===== src/rtl/lpk_pkg.sv =====
`timescale 1ns/1ps
package lpk_pkg;

  // Strobes from the control unit to the datapath, one frame at a time.
  typedef struct packed {
    logic ldHi;        // capture payload as upper half
    logic ldLo;        // capture payload as lower half
    logic emitNarrow;  // deliver a 16-bit data word
    logic emitCtrl;    // deliver a control word
    logic emitWide;    // join incoming half with the held one and deliver
  } lpkStb_t;

endpackage


===== src/rtl/lpk_dp.sv =====
`timescale 1ns/1ps
module lpk_dp
  import lpk_pkg::*;
#(
  parameter int GRP_W = 4,
  parameter int GRP_N = 4
) (
  input  logic                          clk,
  input  logic                          rstN,
  input  logic [GRP_W*GRP_N+GRP_N-1:0]  frmIn,
  input  logic                          frmCtrl,
  input  logic                          frmHalfHi,
  input  logic                          frmErr,
  input  lpkStb_t                       stb,
  output logic [2*GRP_W*GRP_N-1:0]      usrData,
  output logic                          usrCtrl,
  output logic                          usrTest,
  output logic                          usrValid,
  output logic                          usrErr
);

  localparam int HALF_W   = GRP_W * GRP_N;
  localparam int WORD_W   = 2 * HALF_W;
  localparam int TEST_POS = HALF_W + 1;

  logic [HALF_W-1:0] payload;
  logic [HALF_W-1:0] ctlPayload;
  logic [GRP_N-1:0]  grpOk;
  logic              dataParOk;
  logic              ctlParOk;
  logic              frameBad;

  assign payload    = frmIn[HALF_W-1:0];
  assign ctlPayload = {payload[HALF_W-1:GRP_W], {GRP_W{1'b0}}};

  // Odd parity per nibble group: group bits plus its check bit.
  genvar g;
  generate
    for (g = 0; g < GRP_N; g++) begin : gGrp
      assign grpOk[g] = ^{frmIn[HALF_W+g], frmIn[g*GRP_W +: GRP_W]};
    end
  endgenerate

  assign dataParOk = &grpOk;
  assign ctlParOk  = ^frmIn[HALF_W:0];
  assign frameBad  = frmErr | (frmCtrl ? ~ctlParOk : ~dataParOk);

  // Held halves and their error state.
  logic [HALF_W-1:0] hiReg, loReg;
  logic              hiBad, loBad;

  always_ff @(posedge clk) begin
    if (!rstN) begin
      hiReg <= '0;
      loReg <= '0;
      hiBad <= 1'b0;
      loBad <= 1'b0;
    end else begin
      if (stb.ldHi) begin
        hiReg <= payload;
        hiBad <= frameBad;
      end
      if (stb.ldLo) begin
        loReg <= payload;
        loBad <= frameBad;
      end
    end
  end

  // Output selection.
  logic [WORD_W-1:0] nxtData;
  logic              nxtCtrl, nxtTest, nxtErr, anyEmit;

  always_comb begin
    nxtData = usrData;
    nxtCtrl = usrCtrl;
    nxtTest = usrTest;
    nxtErr  = usrErr;
    anyEmit = stb.emitNarrow | stb.emitCtrl | stb.emitWide;
    if (stb.emitCtrl) begin
      nxtData = {{HALF_W{1'b0}}, ctlPayload};
      nxtCtrl = 1'b1;
      nxtTest = ~frmIn[TEST_POS];
      nxtErr  = frameBad;
    end else if (stb.emitNarrow) begin
      nxtData = {{HALF_W{1'b0}}, payload};
      nxtCtrl = 1'b0;
      nxtTest = 1'b0;
      nxtErr  = frameBad;
    end else if (stb.emitWide) begin
      nxtCtrl = 1'b0;
      nxtTest = 1'b0;
      if (frmHalfHi) begin
        nxtData = {payload, loReg};
        nxtErr  = frameBad | loBad;
      end else begin
        nxtData = {hiReg, payload};
        nxtErr  = frameBad | hiBad;
      end
    end
  end

  always_ff @(posedge clk) begin
    if (!rstN) begin
      usrData  <= '0;
      usrCtrl  <= 1'b0;
      usrTest  <= 1'b0;
      usrErr   <= 1'b0;
      usrValid <= 1'b0;
    end else begin
      usrData  <= nxtData;
      usrCtrl  <= nxtCtrl;
      usrTest  <= nxtTest;
      usrErr   <= nxtErr;
      usrValid <= anyEmit;
    end
  end

endmodule


===== src/rtl/lpk_ctl.sv =====
`timescale 1ns/1ps
module lpk_ctl
  import lpk_pkg::*;
(
  input  logic    clk,
  input  logic    rstN,
  input  logic    frmValid,
  input  logic    frmCtrl,
  input  logic    frmHalfHi,
  input  logic    wideMode,
  output lpkStb_t stb,
  output logic    usrPairErr
);

  logic hiHeld, loHeld;
  logic isData, wideData, dupHalf;

  assign isData   = frmValid & ~frmCtrl;
  assign wideData = isData & wideMode;

  always_comb begin
    stb            = '0;
    dupHalf        = 1'b0;
    stb.emitCtrl   = frmValid & frmCtrl;
    stb.emitNarrow = isData & ~wideMode;
    if (wideData) begin
      if (frmHalfHi) begin
        if (loHeld) begin
          stb.emitWide = 1'b1;
        end else begin
          stb.ldHi = 1'b1;
          dupHalf  = hiHeld;
        end
      end else begin
        if (hiHeld) begin
          stb.emitWide = 1'b1;
        end else begin
          stb.ldLo = 1'b1;
          dupHalf  = loHeld;
        end
      end
    end
  end

  always_ff @(posedge clk) begin
    if (!rstN) begin
      hiHeld     <= 1'b0;
      loHeld     <= 1'b0;
      usrPairErr <= 1'b0;
    end else begin
      usrPairErr <= dupHalf;
      if (!wideMode) begin
        hiHeld <= 1'b0;
        loHeld <= 1'b0;
      end else if (stb.emitWide) begin
        hiHeld <= 1'b0;
        loHeld <= 1'b0;
      end else begin
        if (stb.ldHi) hiHeld <= 1'b1;
        if (stb.ldLo) loHeld <= 1'b1;
      end
    end
  end

endmodule


===== src/rtl/lpk_rx.sv =====
`timescale 1ns/1ps
module lpk_rx
  import lpk_pkg::*;
#(
  parameter int GRP_W = 4,
  parameter int GRP_N = 4
) (
  input  logic                          clk,
  input  logic                          rstN,
  input  logic [GRP_W*GRP_N+GRP_N-1:0]  frmIn,
  input  logic                          frmCtrl,
  input  logic                          frmHalfHi,
  input  logic                          frmErr,
  input  logic                          wideMode,
  input  logic                          frmValid,
  output logic [2*GRP_W*GRP_N-1:0]      usrData,
  output logic                          usrCtrl,
  output logic                          usrTest,
  output logic                          usrValid,
  output logic                          usrErr,
  output logic                          usrPairErr
);

  lpkStb_t stb;

  lpk_ctl u_ctl (
    .clk        (clk),
    .rstN       (rstN),
    .frmValid   (frmValid),
    .frmCtrl    (frmCtrl),
    .frmHalfHi  (frmHalfHi),
    .wideMode   (wideMode),
    .stb        (stb),
    .usrPairErr (usrPairErr)
  );

  lpk_dp #(.GRP_W(GRP_W), .GRP_N(GRP_N)) u_dp (
    .clk       (clk),
    .rstN      (rstN),
    .frmIn     (frmIn),
    .frmCtrl   (frmCtrl),
    .frmHalfHi (frmHalfHi),
    .frmErr    (frmErr),
    .stb       (stb),
    .usrData   (usrData),
    .usrCtrl   (usrCtrl),
    .usrTest   (usrTest),
    .usrValid  (usrValid),
    .usrErr    (usrErr)
  );

endmodule


===== config.mk =====
export PLATFORM = sky130hd
export DESIGN_NAME = lpk_rx
export DESIGN_NICKNAME = d
export VERILOG_FILES = /design/src/rtl/lpk_pkg.sv /design/src/rtl/lpk_dp.sv /design/src/rtl/lpk_ctl.sv /design/src/rtl/lpk_rx.sv
export SDC_FILE = /design/constraint.sdc
export NUM_CORES = 1
export LEC_CHECK = 0
export BUFFER_PORTS_ARGS = -buffer_cell sky130_fd_sc_hd__buf_2
export CAP_MARGIN = 40
export CORE_AREA = 2 2 94 96
export CTS_CLUSTER_SIZE = 16
export DETAILED_ROUTE_END_ITERATION = 8
export DIE_AREA = 0 0 96 98
export GPL_ROUTABILITY_DRIVEN = 0
export PLACE_DENSITY = 0.6
export REMOVE_ABC_BUFFERS = 1
export SYNTH_ARGS = -nofsm -noshare
export SYNTH_HDL_FRONTEND = slang
export SYNTH_SLANG_ARGS = --single-unit

===== constraint.sdc =====
create_clock -name clk -period 4.6 [get_ports clk]
set_clock_uncertainty 0.2 [all_clocks]
set_input_delay 0.46 -clock clk [delete_from_list [all_inputs] [get_ports clk]]
set_output_delay 0.46 -clock clk [all_outputs]
set_load 0.05 [all_outputs]

Word-level counts from Yosys, hierarchy flattened
Index checks and enable logic that the tools add are counted.
{"block": "totals", "mem_count": 0, "in_bits": 27, "reg_bits": 73, "rom_bits": 0, "mem_bits_rw": 0, "out_inout_bits": 37, "latch_bits": 0, "word_cells": 66}
{"block": "classes", "n_reduce_logical": 12, "order_cmp": 0, "bitwise": 15, "n_eq_ne": 0, "n_shift": 0, "n_mul": 0, "n_mux": 25, "div_mod_pow": 0, "add_sub_neg": 0}
{"operator": "2-to-1 mux 16 bit", "n": 3}
{"operator": "2-to-1 mux 32 bit", "n": 1}
{"operator": "2-to-1 mux 1 bit", "n": 20}
{"operator": "XOR reduction 5 bit", "n": 4}
{"operator": "XOR reduction 17 bit", "n": 1}
{"operator": "inverter 1 bit", "n": 6}
{"operator": "OR reduction 3 bit", "n": 2}
{"operator": "bitwise OR 1 bit", "n": 5}
{"operator": "bitwise AND 1 bit", "n": 4}
{"operator": "AND reduction 4 bit", "n": 1}
{"operator": "nonzero test 3 bit", "n": 1}
{"operator": "2-to-1 mux 2 bit", "n": 1}
{"operator": "AND reduction 2 bit", "n": 1}
{"operator": "nonzero test 2 bit", "n": 1}
{"operator": "OR reduction 2 bit", "n": 1}

Longest topological paths before layout
{"block": "logic_depth", "ltp_word": 10, "depth_mapped": 7, "ltp_nobuf": 5}

Hierarchy
A second synthesis with hierarchy kept.
{"block": "unflattened", "hier_cells": 328, "area_unflattened_um2": 3281.9}
{"mod": "lpk_dp", "area_per_inst_um2": 3103.0, "seq_area_each_um2": 1401.3, "n_inst": 1, "cells_per_inst": 305}
{"mod": "lpk_ctl", "area_per_inst_um2": 178.9, "seq_area_each_um2": 60.1, "n_inst": 1, "cells_per_inst": 23}

Least setup slack after synthesis
OpenSTA, ideal clock, no wires.
{"block": "synth_timing", "path_type": "input to register", "start": "input port frmHalfHi", "end": "register u_dp.usrData[23]", "setup_time_ns": 0.134, "arrival_time_ns": 1.553, "t_required_ns": 4.266, "setup_slack_ns": 2.713, "path_buffers": 3, "path_stages": 7, "cell_sequence": "buf_4 mux2_2 and2_1 buf_2 buf_4 nor2_1 a211oi_1"}
{"block": "synth_between", "elab_chain_len": 2, "elab_cells_between_ends": 3, "cone_classes": "3 x mux"}
{"element": "start, declared", "line_no": "lpk_rx.sv:12", "source": "input logic frmHalfHi,"}
{"element": "2-to-1 mux 1 bit", "line_no": "lpk_ctl.sv:27", "source": "if (frmHalfHi) begin"}
{"element": "2-to-1 mux 1 bit", "line_no": "lpk_ctl.sv:26", "source": "if (wideData) begin"}
{"element": "end signal, assigned", "line_no": "lpk_dp.sv:111", "source": "usrData <= nxtData;"}
{"element": "end, declared", "line_no": "lpk_dp.sv:15", "source": "output logic [2*GRP_W*GRP_N-1:0] usrData,"}
Several ways; a longest one is shown, not always the timed one.
A chain may end at the register's enable or synchronous reset.

Final worst setup path
{"block": "layout_timing", "start": "input port frmHalfHi", "end": "register u_dp.usrData[12]"}
{"block": "layout_between", "elab_chain_len": 4, "elab_cells_between_ends": 7, "cone_classes": "6 x mux; 1 x reduce/logical"}
{"element": "2-to-1 mux 32 bit", "line_no": "lpk_dp.sv:93", "source": "if (frmHalfHi) begin"}
{"element": "2-to-1 mux 16 bit", "line_no": "lpk_dp.sv:90", "source": "end else if (stb.emitWide) begin"}
{"element": "2-to-1 mux 16 bit", "line_no": "lpk_dp.sv:85", "source": "end else if (stb.emitNarrow) begin"}
{"element": "2-to-1 mux 16 bit", "line_no": "lpk_dp.sv:80", "source": "if (stb.emitCtrl) begin"}
Several ways; a longest one is shown, not always the timed one. The select of a mux whose other input is x is not followed.

==> flow_summary.toml <==
[die]
num_rows = 34
die_w_um = 96
fp.dieH_um = 98
initial_core_util = 0.374
dieArea_um2 = 9410
io_pins = 64
placeableCoreArea_um2 = 8470

[worst_setup_path]
required_ns = 4.66
worst_r2r_path_depth = 5
worstPathArrival_ns = 2.29
end_kind = "flop"
worstSetupStartpointType = "primary input"
critPathKind = "in -> reg"
cp_max_fo = 32

[sta]
period_share = 0.484
max_freq_ghz = 0.449
post-route-min-period_ns = 2.23
tns_ns = 0
rsz0062_at_grt = "false"
tightest_slew_ns = 0.874
setup_slack_ns = 2.37
finalMaxSlewViolations = 0
setup_viol = 0
relSlewSlack = 0.416
hold_viol_final = 0

[clocking]
tritoncts.num_buffers = 9
clkSinkCount = 73
cts_setup_buffers = 0
clk_latency_ns = 0.34
cts_resized = 0
cts_buffer_depth = 2
ctsHoldBuffers = 0
cts_tree = "yes"
cts_root_buf = "clkbuf_8"
htree_levels = 3
clk_pin_slew_worst_paths_ns = 0.07

[placed_design]
io_buffers = 63
dp.cells = 514
post-place-ws_ns = 2.03
dp_hpwl_um = 5230

[synthesis]
yosys.area.top_type = "dfxtp_1"
avgSynthCellArea_um2 = 8.77
synth_top_area_share = 0.461
synth-seq-cells = 73
yosysWarnings = 0
synth_most_common_cell = "nand2_1"
synth_commonest_cells = "nand2_1 (86), dfxtp_1 (73), a21oi_1 (35), nor2_1 (34), mux2i_1 (23)"
synth_cells = 361
synthArstFlopShare = 0
synth_edf_count = 0
yosysSeqAreaShare = 0.461
yosys-top-cells-area = "dfxtp_1 (46%), nand2_1 (10%), mux2i_1 (7.3%), a21oi_1 (5.5%), a211oi_1 (4.0%)"
synthFlopType = "dfxtp_1"
synth_cell_types = 38
syn_area_um2 = 3170

[global_route]
grt_pass1_wl_um = 12600
grt_usage = 0.175
grt_pass1_vias = 2458
grt_max_degree = 33
overflow = 0
grt_antenna_before_repair = 0

[power]
p_per_area_nw_per_um2 = 363
peakVddDrop_mv = 0.206
power.leakage_nw = 1.49
design_power_total_w = 0.00135

[run]
cap_violations = 0

[finish]
num_antenna_cells = 0
largest_register_ffs = 32
regMostFlops = "u_dp.usrData"
largest_registers = "u_dp.usrData (32), u_dp.hiReg (16), u_dp.loReg (16)"
finish.net_count = 444
drive_above_1_share = 0.213
instances_no_fill = 530
synthToLayoutAreaGrowth_pct = 17.5

[detailed_routing]
met1_length_um = 3770
drt_iter0_drc = 142
antenna_left = 0
first_pass_iters = 4
num_vias = 2675
via_per_inst = 5.05
drc = 0
highest_layer = "met4"
wl_met2_um = 3390
routed_wl_um = 7770
route.met3.wl_um = 508
wire_per_inst_um = 14.7

[status]
status = "complete, no violations"

[worst_hold_path]
hold_depth = 3
hold_path_class = "in -> reg"
critical path: stages:
cell and delay (ns):
buf_2 0.16, buf_12 0.24, mux2_2 0.39, and2_1 0.35
buf_4 0.30, nor2_2 0.21, o2bb2ai_1 0.15
area by class of cell:
cell class                      instances  area (um2)
Clock inverter                          3        40.0
Inverter                                3        11.3
Multi-Input combinational cell        264        1570
Fill cell                             845        4740
Sequential cell                        73        1460
Tap cell                              108         135
Timing Repair Buffer                   66         350
Clock buffer                           13         149
power by group:
group | total, W | switching [W] | leakage, nW | internal [W]
Sequential | 0.000659 | 0.00000927 | 0.593 | 0.000650
Clock | 0.000491 | 0.000227 | 0.0974 | 0.000265
Combinational | 0.000202 | 0.000131 | 0.801 | 0.0000714
Total | 0.00135 | 0.000367 | 1.49 | 0.000986
placed cells by master (no fill, tap or decap), types with 3 or more instances in the layout:
| cell type | instances |
|---|---|
| a211oi_1 | 17 |
| a21oi_1 | 35 |
| a311oi_1 | 11 |
| buf_2 | 63 |
| clkbuf_1 | 3 |
| clkbuf_8 | 10 |
| dfxtp_1 | 73 |
| mux2i_1 | 23 |
| nand2_1 | 86 |
| nand3_1 | 11 |
| nor2_1 | 34 |
| nor3_1 | 4 |
| o21ai_0 | 4 |
| o2bb2ai_1 | 5 |
| xnor2_1 | 9 |
per-layer routing:
metal,GRT usage,vias to the layer above
met4,0.0626,0
met5,0,-
li1,-,1352
met2,0.257,73
met3,0.0340,8
met1,0.254,1242
per-stage QoR:
| step | utilization | instance area, um2 | hold WS (ns) |
|---|---|---|---|
| CTS | 0.440 | 3720 | 0.193 |
| global placement | 0.415 | 3510 | 0.241 |
| detailed placement | 0.417 | 3530 | 0.247 |
| finish | 0.440 | 3720 | 0.204 |
| global route | 0.440 | 3720 | 0.203 |
| floorplan | - | 3050 | 0.236 |
cells by family after synthesis:
kind of cell              Yosys count  share of synthesized area
xor gates and xnor gates           15                     0.0549
muxes                              25                     0.0798
buffers and inverters              24                     0.0415
DFF                                73                      0.461
and+or+nand+nor                   149                      0.206
AOI/OAI and AO/OA                  75                      0.156
worst paths after layout:
path,start,to,slack [ns]
min reg2reg,u_dp.hiReg[3],u_dp.hiReg[3],0.25
max,frmHalfHi,u_dp.usrData[12],2.37
max reg2reg,u_ctl.loHeld,u_dp.usrData[25],2.49
min,frmIn[13],u_dp.loReg[13],0.20
Note: power is estimated with default switching activity, not from simulation.
